**src/rtl/sru_pkg.sv**
```systemverilog
package sru_pkg;

  typedef enum logic [2:0] {
    OP_SHL = 3'd0,
    OP_SHR = 3'd1,
    OP_SAR = 3'd2,
    OP_ROL = 3'd3,
    OP_ROR = 3'd4,
    OP_RCL = 3'd5,
    OP_RCR = 3'd6
  } sru_op_e;

  typedef enum logic [1:0] {
    ST_IDLE = 2'd0,
    ST_RUN  = 2'd1,
    ST_DONE = 2'd2
  } sru_state_e;

endpackage

```
**src/rtl/sru_step.sv**
```systemverilog
module sru_step
  import sru_pkg::*;
#(
  parameter int DW = 16,
  parameter int BW = 8
) (
  input  logic [DW-1:0] val,
  input  logic          cf_in,
  input  logic [2:0]    op,
  input  logic          narrow,
  output logic [DW-1:0] val_out,
  output logic          cf_out
);
  localparam logic [DW-1:0] ONE      = DW'(1);
  localparam logic [DW-1:0] LOW_MASK = {{(DW-BW){1'b0}}, {BW{1'b1}}};
  localparam logic [DW-1:0] TOP_W    = ONE << (DW-1);
  localparam logic [DW-1:0] TOP_N    = ONE << (BW-1);

  logic [DW-1:0] mask, topm, up, dn;
  logic          top, lsb;

  always_comb begin
    mask = narrow ? LOW_MASK : '1;
    topm = narrow ? TOP_N : TOP_W;
    top  = |(val & topm);
    lsb  = val[0];
    up   = (val << 1) & mask;
    dn   = (val & mask) >> 1;
    case (op)
      OP_SHL: begin val_out = up;                             cf_out = top; end
      OP_SHR: begin val_out = dn;                             cf_out = lsb; end
      OP_SAR: begin val_out = dn | (top ? topm : '0);         cf_out = lsb; end
      OP_ROL: begin val_out = up | {{(DW-1){1'b0}}, top};     cf_out = top; end
      OP_ROR: begin val_out = dn | (lsb ? topm : '0);         cf_out = lsb; end
      OP_RCL: begin val_out = up | {{(DW-1){1'b0}}, cf_in};   cf_out = top; end
      OP_RCR: begin val_out = dn | (cf_in ? topm : '0);       cf_out = lsb; end
      default: begin val_out = val & mask;                    cf_out = cf_in; end
    endcase
  end
endmodule

```
**src/rtl/sru_flags.sv**
```systemverilog
module sru_flags #(
  parameter int DW = 16,
  parameter int BW = 8
) (
  input  logic [DW-1:0] val,
  input  logic          narrow,
  output logic          sgn,
  output logic          zero,
  output logic          par
);
  always_comb begin
    sgn  = narrow ? val[BW-1] : val[DW-1];
    zero = ~|val;
    par  = ~^val[BW-1:0];
  end
endmodule

```
**src/rtl/shift_rotate_unit.sv**
```systemverilog
module shift_rotate_unit
  import sru_pkg::*;
#(
  parameter int DW = 16,
  parameter int BW = 8,
  parameter int CW = 5
) (
  input  logic          clk,
  input  logic          rst_n,
  input  logic          in_valid,
  output logic          in_ready,
  input  logic [2:0]    in_op,
  input  logic          in_narrow,
  input  logic [CW-1:0] in_count,
  input  logic [DW-1:0] in_opnd,
  input  logic          in_cf,
  input  logic          in_of,
  input  logic          in_sf,
  input  logic          in_zf,
  input  logic          in_pf,
  output logic          out_valid,
  input  logic          out_ready,
  output logic [DW-1:0] out_res,
  output logic          out_cf,
  output logic          out_of,
  output logic          out_sf,
  output logic          out_zf,
  output logic          out_pf
);
  localparam logic [DW-1:0] LOW_MASK  = {{(DW-BW){1'b0}}, {BW{1'b1}}};
  localparam logic [DW-1:0] FULL_MASK = '1;

  sru_state_e    st;
  logic [DW-1:0] work, nxt_work;
  logic [CW-1:0] rem;
  logic [2:0]    op_q;
  logic          narrow_q, cf_q, of_q, sf_q, zf_q, pf_q;
  logic          nxt_cf, f_sf, f_zf, f_pf, is_shift, take;

  function automatic logic msb_of(input logic [DW-1:0] v, input logic n);
    return n ? v[BW-1] : v[DW-1];
  endfunction

  sru_step #(.DW(DW), .BW(BW)) u_step (
    .val(work), .cf_in(cf_q), .op(op_q), .narrow(narrow_q),
    .val_out(nxt_work), .cf_out(nxt_cf)
  );

  sru_flags #(.DW(DW), .BW(BW)) u_flags (
    .val(nxt_work), .narrow(narrow_q),
    .sgn(f_sf), .zero(f_zf), .par(f_pf)
  );

  assign is_shift  = (op_q == OP_SHL) || (op_q == OP_SHR) || (op_q == OP_SAR);
  assign in_ready  = (st == ST_IDLE);
  assign out_valid = (st == ST_DONE);
  assign take      = in_valid && in_ready;
  assign out_res   = work;
  assign out_cf    = cf_q;
  assign out_of    = of_q;
  assign out_sf    = sf_q;
  assign out_zf    = zf_q;
  assign out_pf    = pf_q;

  always_ff @(posedge clk or negedge rst_n) begin
    if (!rst_n) begin
      st       <= ST_IDLE;
      work     <= '0;
      rem      <= '0;
      op_q     <= '0;
      narrow_q <= 1'b0;
      cf_q     <= 1'b0;
      of_q     <= 1'b0;
      sf_q     <= 1'b0;
      zf_q     <= 1'b0;
      pf_q     <= 1'b0;
    end else begin
      case (st)
        ST_IDLE: if (take) begin
          work     <= in_opnd & (in_narrow ? LOW_MASK : FULL_MASK);
          rem      <= in_count;
          op_q     <= in_op;
          narrow_q <= in_narrow;
          cf_q     <= in_cf;
          of_q     <= in_of;
          sf_q     <= in_sf;
          zf_q     <= in_zf;
          pf_q     <= in_pf;
          st       <= (in_count == '0) ? ST_DONE : ST_RUN;
        end
        ST_RUN: begin
          work <= nxt_work;
          cf_q <= nxt_cf;
          of_q <= msb_of(nxt_work, narrow_q) ^ msb_of(work, narrow_q);
          if (is_shift) begin
            sf_q <= f_sf;
            zf_q <= f_zf;
            pf_q <= f_pf;
          end
          rem <= rem - 1'b1;
          if (rem == CW'(1)) st <= ST_DONE;
        end
        ST_DONE: if (out_ready) st <= ST_IDLE;
        default: st <= ST_IDLE;
      endcase
    end
  end


  ready_excl_chk: assert property (@(posedge clk) disable iff (!rst_n)
    !(in_ready && out_valid));


  hold_result_chk: assert property (@(posedge clk) disable iff (!rst_n)
    (out_valid && !out_ready) |=> (out_valid && $stable(out_res) && $stable(out_cf)
                                   && $stable(out_of) && $stable(out_sf)
                                   && $stable(out_zf) && $stable(out_pf)));


  sar_sign_chk: assert property (@(posedge clk) disable iff (!rst_n)
    (st == ST_RUN && op_q == OP_SAR) |=> $stable(msb_of(work, narrow_q)));


  zero_count_chk: assert property (@(posedge clk) disable iff (!rst_n)
    (take && in_count == '0) |=>
      (out_valid && out_res == $past(in_opnd & (in_narrow ? LOW_MASK : FULL_MASK))
       && out_cf == $past(in_cf) && out_of == $past(in_of)));


  narrow_upper_chk: assert property (@(posedge clk) disable iff (!rst_n)
    (out_valid && narrow_q) |-> (out_res[DW-1:BW] == '0));

endmodule

```
**config.mk**
```make
export PLATFORM = sky130hd
export DESIGN_NAME = shift_rotate_unit
export DESIGN_NICKNAME = d
export VERILOG_FILES = /design/src/rtl/sru_pkg.sv /design/src/rtl/sru_step.sv /design/src/rtl/sru_flags.sv /design/src/rtl/shift_rotate_unit.sv
export SDC_FILE = /design/constraint.sdc
export NUM_CORES = 1
export LEC_CHECK = 0
export BUFFER_PORTS_ARGS = -buffer_cell sky130_fd_sc_hd__buf_2
export CAP_MARGIN = 25
export CELL_PAD_IN_SITES_DETAIL_PLACEMENT = 1
export CELL_PAD_IN_SITES_GLOBAL_PLACEMENT = 1
export CORE_MARGIN = 1
export CORE_UTILIZATION = 41
export CTS_CLUSTER_SIZE = 30
export DETAILED_ROUTE_END_ITERATION = 8
export HOLD_SLACK_MARGIN = 0.05
export PLACE_DENSITY_LB_ADDON = 0.12
export SYNTH_ARGS = -nofsm -noshare
export SYNTH_HDL_FRONTEND = slang
export SYNTH_HIERARCHICAL = 1
export SYNTH_SLANG_ARGS = --single-unit
```
**constraint.sdc**
```tcl
create_clock -name clk -period 3 [get_ports clk]
set_input_delay 0.15 -clock clk [delete_from_list [all_inputs] [get_ports clk]]
set_output_delay 0.15 -clock clk [all_outputs]
set_load 0.02 [all_outputs]
```
### Yosys cells after proc, flatten, opt, wreduce, memory -nomap -nowiden

Index checks and enable logic that the tools add are counted.

* bits in registers: 32
* input bits: 34
* output and inout port bits: 23
* word-level logic and storage cells: 85

* bitwise gates (word level): 10
* $add $sub $neg: 1
* mux-type cells: 32
* equality and inequality tests: 14
* reduce and logical (&&, ||, !) cells: 18

Operators by type and width (count)
* 2-to-1 mux 16 bit: 7
* one-hot mux 16 bit (7 select lines): 1
* bitwise AND 16 bit: 4
* bitwise OR 15 x 16 -> 16 bit: 3
* bitwise OR 16 x 1 -> 16 bit: 2
* one-hot mux 16 bit (2 select lines): 1
* OR reduction 16 bit: 2
* one-hot mux 1 bit (2 select lines): 6
* 2-to-1 mux 1 bit: 10
* one-hot mux 5 bit (2 select lines): 1
* equality test 3 bit, second input constant: 3
* AND reduction 3 bit: 3
* 2-to-1 mux 2 bit: 4
* XNOR reduction 8 bit: 1
* equality test 3 x 2 -> 1 bit, second input constant: 2
* one-hot mux 2 bit (3 select lines): 1
* equality test 5 x 1 -> 1 bit, second input constant: 1
* logical NOT 5 bit: 1
* 2-to-1 mux 5 bit: 1
* subtractor 5 x 1 -> 5 bit, second input constant: 1
* != test 2 x 1 -> 1 bit, second input constant: 2
* != test 2 bit, second input constant: 2
* AND reduction 2 bit: 2
* OR reduction 4 bit: 1
* 12 further kinds: 13

### Longest topological paths before layout

Gate-level depths: netlist (run 1).

* depth after elaboration: 10
* depth in mapped cells: 12
* mapped depth without buffers: 10

### Hierarchy

The synthesis (run 1) kept the hierarchy.

By module, submodules not included
* shift_rotate_unit: cells each 175, area each 1694.1 um^2, sequential area each 800.8 um^2, instances 1
* sru_step: cells each 123, area each 890.9 um^2, sequential area each 0.0 um^2, instances 1
* sru_flags: cells each 20, area each 163.9 um^2, sequential area each 0.0 um^2, instances 1

### Worst setup path after synthesis (run 1)

Ideal clock, no wire load.

* path type: reg-to-reg
* start point: register op_q[1]
* end point: register pf_q (netlist: out_pf)
* cell stages (with the launch flop): 12
* library setup time: 0.129 ns
* data required time: 2.871 ns
* period minus slack after synthesis: 2.384 ns
* buffers on the path: 1
* slack: 0.616 ns
* data arrival time: 2.254 ns
* cell sequence: dfrtp_1 > nor2_4 > buf_6 > nand2_1 > a32o_1 > a21oi_1 > inv_1 > ha_1 > xnor2_1 > xnor2_1 > o32ai_1 > a21oi_1

* cells in the longest elaborated chain, start to end: 5
* elaborated cells between the ends (all ways): 15
* classes of those cells: eq/ne (7); mux (3); reduce/logical (5)

Ends and longest elaborated chain
* start, declared: RTL line shift_rotate_unit.sv:36 `logic [2:0] op_q;`
* start signal, assigned: RTL line shift_rotate_unit.sv:82 `op_q <= in_op;`
* equality test 3 bit, or another cell as far along: RTL line sru_step.sv:29 `case (op)`
* one-hot mux 16 bit (7 select lines) *: RTL line sru_step.sv:29
* via nxt_work[7]: RTL line shift_rotate_unit.sv:34 `logic [DW-1:0] work, nxt_work;`
* XNOR reduction 8 bit *: RTL line sru_flags.sv:14 `par = ~^val[BW-1:0];`
* via f_pf: RTL line shift_rotate_unit.sv:38 `logic nxt_cf, f_sf, f_zf, f_pf, is_shift, take;`
* 2-to-1 mux 1 bit *: RTL line shift_rotate_unit.sv:95 `if (is_shift) begin`
* one-hot mux 1 bit (2 select lines) *: RTL line shift_rotate_unit.sv:78 `case (st)`
* end signal, assigned: RTL line shift_rotate_unit.sv:88 `pf_q <= in_pf;`
* end signal, assigned: RTL line shift_rotate_unit.sv:98 `pf_q <= f_pf;`
* end, declared: RTL line shift_rotate_unit.sv:37 `logic narrow_q, cf_q, of_q, sf_q, zf_q, pf_q;`

Mark *: on every way through the listed nets, which the timed path passes. The rest lies on a longest branch. The select of a mux whose other input is x is not followed.
A chain may end at the register's enable or synchronous reset.

### Final worst setup path (run 1)

* start point: register op_q[0]
* end point: register pf_q (netlist: out_pf)

Same word-level chain as after synthesis.

==> summary.md, run 1 <==
| Metric | Value |
|---|---|
| Final Setup Violations | 0 |
| Dpl ws | 0.3818 ns |
| CTS tree | built |
| # port buffers | 56 |
| Drt total wl | 7961 um |
| Final #Nets | 410 |
| N_diodes | 0 |
| Clk slew on worst S/H paths | 0.07 ns |
| Die width | 83.88 um |
| Achievable Freq | 0.3771 GHz |
| Synth Flop Type | dfrtp_1 |
| Initial antenna violation count | 0 |
| Gp weighted congestion | 0.7760 |
| FF+latch count, synth | 32 |
| CORE AREA | 6422 um2 |
| Fraction of layout instances using a drive strength above 1 | 0.2318 |
| Fin crit period | 2.652 ns |
| Vias per cell | 5.647 |
| Hold Violations, Final | 0 |
| Synth unique cells | 53 |
| Worst Tran Pin Value | 0.9030 ns |
| Hold WC Path Type | in2reg |
| Post-route cell area | 3161 um2 |
| Sequential area share after synthesis | 0.2913 |
| Setup Fix Bufs, Post-CTS | 0 |
| Post-Syn Nets | 358 |
| Die area | 7036 um2 |
| Area grow syn2layout | 14.97% |
| Mapped cell area | 2749 um2 |
| H-tree levels | 2 |
| Setup WS post-layout | 0.3480 ns |
| Post-cts sizing count | 0 |
| Outcome | finished, final reports clean |
| Vias in the first global route | 2643 |
| Peak supply drop | 0.0006968 V |
| CP required | 3.17 ns |
| Clock root buffer | clkbuf_8 |
| Clk buf depth | 2 |
| Period utilization | 0.8840 |
| Starting DRT DRC Count | 131 |
| Synth warnings | 6 |
| First-pass GRT wire length | 13670 um |
| Crit path DAT | 2.82 ns |
| Final TNS setup | 0 ns |
| Avg WL per Cell | 17.77 um |
| Post-synth EDFFs | 0 |
| Final ANT Viol Nets | 0 |
| Site row count | 29 |
| RSZ-0062 raised after global routing | no |
| FFs w/ async S/R, synth | 1.000 |
| Slew Viols, Final | 0 |
| Post-Route Skew | 0.006944 ns |
| Crit path kind | reg2reg |
| Leak | 1.494 nW |
| Io pins | 57 |
| Cells after Synth | 318 |
| Sink Count | 32 |
| Drt pass-1 iters | 4 |
| Clk_lat worst skew | 0.29 ns |
| GRT Util Overall | 0.2468 |
| Post-detailed-route DRC marker count | 0 |
| Clock buffer count from CTS | 5 |
| Crit. End Element | register |
| Height of the die | 83.88 um |
| Power per standard cell area | 1371 nW/um2 |
| Initial Util | 0.4280 |
| Crit-path max FO | 22 |
| Synthesized area per cell | 8.644 um2 |
| Placed cell area | 3063 um2 |
| DP HPWL | 5840 um |
| Max_cap viols | 0 |
| Vias post-DR | 2530 |
| Largest net degree at the start of global routing | 33 |
| Max_slew headroom | 0.3980 |
| GRT overflow | 0 |
| Setup crit start kind | register |
## area by class of cell
type	count	area, um2
Clock buffer	5	68.82
Inverter	16	60.06
Clock inverter	3	18.77
Tap cell	77	96.34
Timing Repair Buffer	68	372.9
Multi-Input combinational cell	247	1743
Fill cell	814	3262
Sequential cell	32	800.8
## layer usage
layer	GRT usage	vias to the layer above	share of wire
met5	0	-	0
met4	0.07994	0	0.017
met3	0.04352	11	0.034
met2	0.3875	53	0.45
met1	0.3425	1223	0.50
li1	-	1243	-
## worst max-delay path: stages, from the launching register on
cell,delay [ns]
dfrtp_1,0.65
buf_4,0.37
a21oi_1,0.07
a32o_1,0.22
a21oi_1,0.18
inv_1,0.07
ha_1,0.28
xnor2_1,0.20
xnor2_1,0.12
o32ai_1,0.28
a21oi_1,0.07
## state kept, by name, summed over array words and instances, names as in the netlist
register	count
out_sf	1
narrow_q	1
st	2
out_cf	1
op_q	3
out_zf	1
out_of	1
out_res	16
out_pf	1
rem	5
## what timing repair did
action                                  CTS  global route
endpoints found under the hold margin    32             0
hold buffers                              1             0
endpoints found under the setup margin    0             0
## Yosys cell counts (2+ instances only)
cell type / n / area (um2)
o211ai_1: 4 / 30.03
mux2_2: 2 / 22.52
or4_1: 2 / 15.01
dfrtp_1: 32 / 800.8
a21o_1: 2 / 15.01
o21ai_1: 26 / 130.1
xor2_1: 3 / 26.28
inv_1: 16 / 60.06
a211oi_1: 8 / 60.06
nand2b_1: 3 / 18.77
nor4b_1: 2 / 17.52
nor2_1: 16 / 60.06
a22oi_1: 4 / 30.03
nor3_1: 4 / 20.02
o21bai_1: 3 / 22.52
buf_2: 11 / 55.05
or3_1: 7 / 43.79
nor2b_1: 12 / 75.07
nor4b_2: 2 / 30.03
o32ai_1: 4 / 35.03
xnor2_1: 4 / 35.03
a31oi_1: 3 / 18.77
o21ai_0: 7 / 35.03
buf_6: 3 / 33.78
nand2_1: 42 / 157.7
mux2_1: 4 / 45.04
mux2i_1: 46 / 460.4
buf_4: 7 / 52.55
a21oi_1: 10 / 50.05
ha_1: 6 / 75.07
## cell usage in the layout, fill, tap and decap left out, types with 2 or more instances in the layout
cell      instances
o211ai_1          4
nand2b_1          3
mux2_2            2
nor4b_1           2
a22oi_1           4
a21o_1            2
buf_2            56
clkbuf_8          5
mux2i_1          46
or3_1             7
ha_1              6
buf_4            11
inv_1            16
nor4b_2           2
dfrtp_1          32
a211oi_1          8
xnor2_1           4
or4_1             2
o21bai_1          2
a31oi_1           3
clkinv_2          2
a21oi_1          10
nor2_1           16
o21ai_1          26
mux2_1            4
xor2_1            3
nor2b_1          12
o21ai_0           7
o32ai_1           4
nand2_1          42
nor3_1            4
## report_power, final
group / total [mW] / internal [mW] / switching [mW] / leakage [nW]
clock: 0.350 / 0.162 / 0.188 / 0.0479
sequential: 1.03 / 0.641 / 0.385 / 0.395
combinational: 2.96 / 1.32 / 1.64 / 1.05
total: 4.33 / 2.13 / 2.21 / 1.49
## worst paths after layout
path / from / end / slack (ns) / cells past startpoint
min in group asynchronous: rst_n / rem[0] / 0.46 / 2
max in group asynchronous: rst_n / out_res[14] / 2.04 / 2
max: op_q[0] / out_pf / 0.35 / 10
min: in_op[1] / op_q[1] / 0.07 / 3
min reg2reg: rem[0] / rem[0] / 0.52 / 1
max reg2reg: op_q[0] / out_pf / 0.35 / 10
## per-stage QoR
step | total power [mW] | cells | utilization | hold WS [ns]
after detailed placement | 3.985 | 439 | 0.4769 | 0.2769
after global placement | 3.878 | 439 | 0.4769 | 0.2735
after CTS | 4.363 | 448 | 0.4921 | 0.05497
after global routing | 4.734 | 448 | 0.4921 | 0.07316
final | 4.335 | 448 | 0.4921 | 0.06641
after floorplan | 3.232 | 318 | - | -0.1456
## logic make-up after synthesis
logic type	count (synthesis)	synth area share
and+or+nand+nor	102	0.1998
buffers and inverters	39	0.07601
adders and majority gates	6	0.02731
xor gates and xnor gates	8	0.03232
DFF	32	0.2913
muxes	52	0.1921
AOI/OAI and AO/OA	79	0.1812
Note: power is estimated with default switching activity, not from simulation.
==> run 2: changes to the inputs <==
BUFFER_PORTS_ARGS = default   (was -buffer_cell sky130_fd_sc_hd__buf_2)
DONT_BUFFER_PORTS = 1   (was default)
==> summary.md, run 2 (synthesis gave the netlist of run 1 again) <==
| Metric | Value |
|---|---|
| Clock root buffer | clkbuf_8 |
| Starting DRT DRC Count | 123 |
| RSZ-0062 raised after global routing | no |
| Cell-internal power | 2.104 mW |
| Final #Nets | 373 |
| Sw Ratio | 0.5074 |
| Crit path kind | reg2reg |
| Sink Count | 32 |
| Post-Layout Cell Count | 411 |
| Site row count | 29 |
| Post-detailed-route DRC marker count | 0 |
| GRT overflow | 0 |
| CP required | 3.16 ns |
| Initial Util | 0.4280 |
| Clock share of power | 0.086 |
| Setup crit start | op_q[2] |
| Placed instance count | 385 |
| Drt total wl | 7973 um |
| N_diodes | 0 |
| # port buffers | 0 |
| Worst Hold Depth | 2 |
| Vias per cell | 5.808 |
| CORE AREA | 6422 um2 |
| Vias post-DR | 2387 |
| Initial antenna violation count | 0 |
| First-pass GRT wire length | 13230 um |
| Final TNS setup | 0 ns |
| Setup Fix Bufs, Post-CTS | 0 |
| Setup crit start kind | register |
| Hold Violations, Final | 0 |
| Power per standard cell area | 1382 nW/um2 |
| Die width | 83.88 um |
| Crit path DAT | 2.84 ns |
| Fraction of layout instances using a drive strength above 1 | 0.09281 |
| Worst Tran Pin Value | 0.9378 ns |
| Hold_sp | in_opnd[2] |
| Achievable Freq | 0.3731 GHz |
| Post-cts sizing count | 0 |
| Hold WC Path Type | in2reg |
| Clk buf depth | 2 |
| Commonest cells after routing, fill and taps aside | 46 x mux2i_1, 42 x nand2_1, 32 x dfrtp_1 |
| Vias in the first global route | 2475 |
| H-tree levels | 2 |
| Slew Viols, Final | 0 |
| Commonest non-fill, non-tap cell in the layout | mux2i_1 |
| Max FFs per register | 16 |
| Combinational Power Share | 0.642 |
| DP HPWL | 5716 um |
| Reg2Reg Launch Point | op_q[2] |
| Crit-path max FO | 13 |
| Fin crit period | 2.681 ns |
| CTS Hold Bufs | 18 |
| Max_slew headroom | 0.3744 |
| Max_cap viols | 0 |
| Io pins | 57 |
| Worst r2r path cells | 11 |
| Dpl ws | 0.3611 ns |
| Largest net degree at the start of global routing | 33 |
| Final Setup Violations | 0 |
| Period utilization | 0.8935 |
| Reg power frac | 0.272 |
| P_sw | 2.167 mW |
| Clk slew on worst S/H paths | 0.07 ns |
| Avg WL per Cell | 19.40 um |
| Height of the die | 83.88 um |
| Clk_lat worst skew | 0.29 ns |
| Outcome | finished, final reports clean |
| GRT Util Overall | 0.2370 |
| Gp weighted congestion | 0.7534 |
| Leak | 1.347 nW |
| Clock buffer count from CTS | 5 |
| Crit. End Element | register |
| Die area | 7036 um2 |
| Post-Route Skew | 0.008826 ns |
| Drt pass-1 iters | 4 |
| Setup WS post-layout | 0.3194 ns |
| Peak supply drop | 0.0006064 V |
| Final ANT Viol Nets | 0 |
| Area grow syn2layout | 12.43% |
| CTS tree | built |
==> run 2: cell count changes in the layout (fill, tap and decap cells not counted), sizes merged <==
cell and change:
clkbuf +3, buf -53, clkinv -3, dlygate4sd3 +16
==> run 2: final timing paths <==
path	to	slack, ns
max	out_pf	0.32
min	out_res[2]	0.06
max reg2reg	out_pf	0.32
min reg2reg	rem[1]	0.53
max in group asynchronous	out_res[13]	2.49
min in group asynchronous	rem[0]	0.32
==> run 2: worst max-delay path, cell delays in order, from the launching register on <==
cell and delay, ns:
dfrtp_1 0.63, buf_4 0.30, xor2_1 0.16, mux2_2 0.18
a22oi_1 0.07, a21oi_1 0.22, inv_1 0.06, ha_1 0.28
xnor2_1 0.21, xnor2_1 0.11, o32ai_1 0.27, a21oi_1 0.07
==> run 2: power groups by stage <==
stage          clock network, mW  logic (mW)  registers (mW)
6_report                   0.366        2.74            1.16
3_5_place_dp                   0        2.69            1.17
2_1_floorplan                  0        2.21            1.02
3_3_place_gp                   0        2.65            1.17
5_1_grt                    0.383        3.05            1.21
4_1_cts                    0.378        2.74            1.17
==> run 2: routing by layer <==
metal  share of wire  GRT usage
met1            0.49     0.3389
met2            0.45     0.3659
met3           0.051    0.05045
met4          0.0088    0.05172
met5               0          0
==> run 2: cell type report <==
| class | instances | area, um2 |
|---|---|---|
| Fill cell | 747 | 3332 |
| Multi-Input combinational cell | 247 | 1743 |
| Sequential cell | 32 | 800.8 |
| Inverter | 16 | 60.06 |
| Tap cell | 77 | 96.34 |
| Timing Repair Buffer | 31 | 300.3 |
| Clock buffer | 8 | 90.09 |
==> run 2: through the flow <==
step                instance area (um2)  utilization  hold slack, ns  total power, mW
floorplan                          2749            -         -0.1456            3.232
global placement                   2810       0.4376         -0.1448            3.819
detailed placement                 2810       0.4376         -0.1448            3.862
CTS                                3090       0.4812         0.05405            4.285
global route                       3090       0.4812         0.06712            4.642
finish                             3090       0.4812         0.05583            4.271
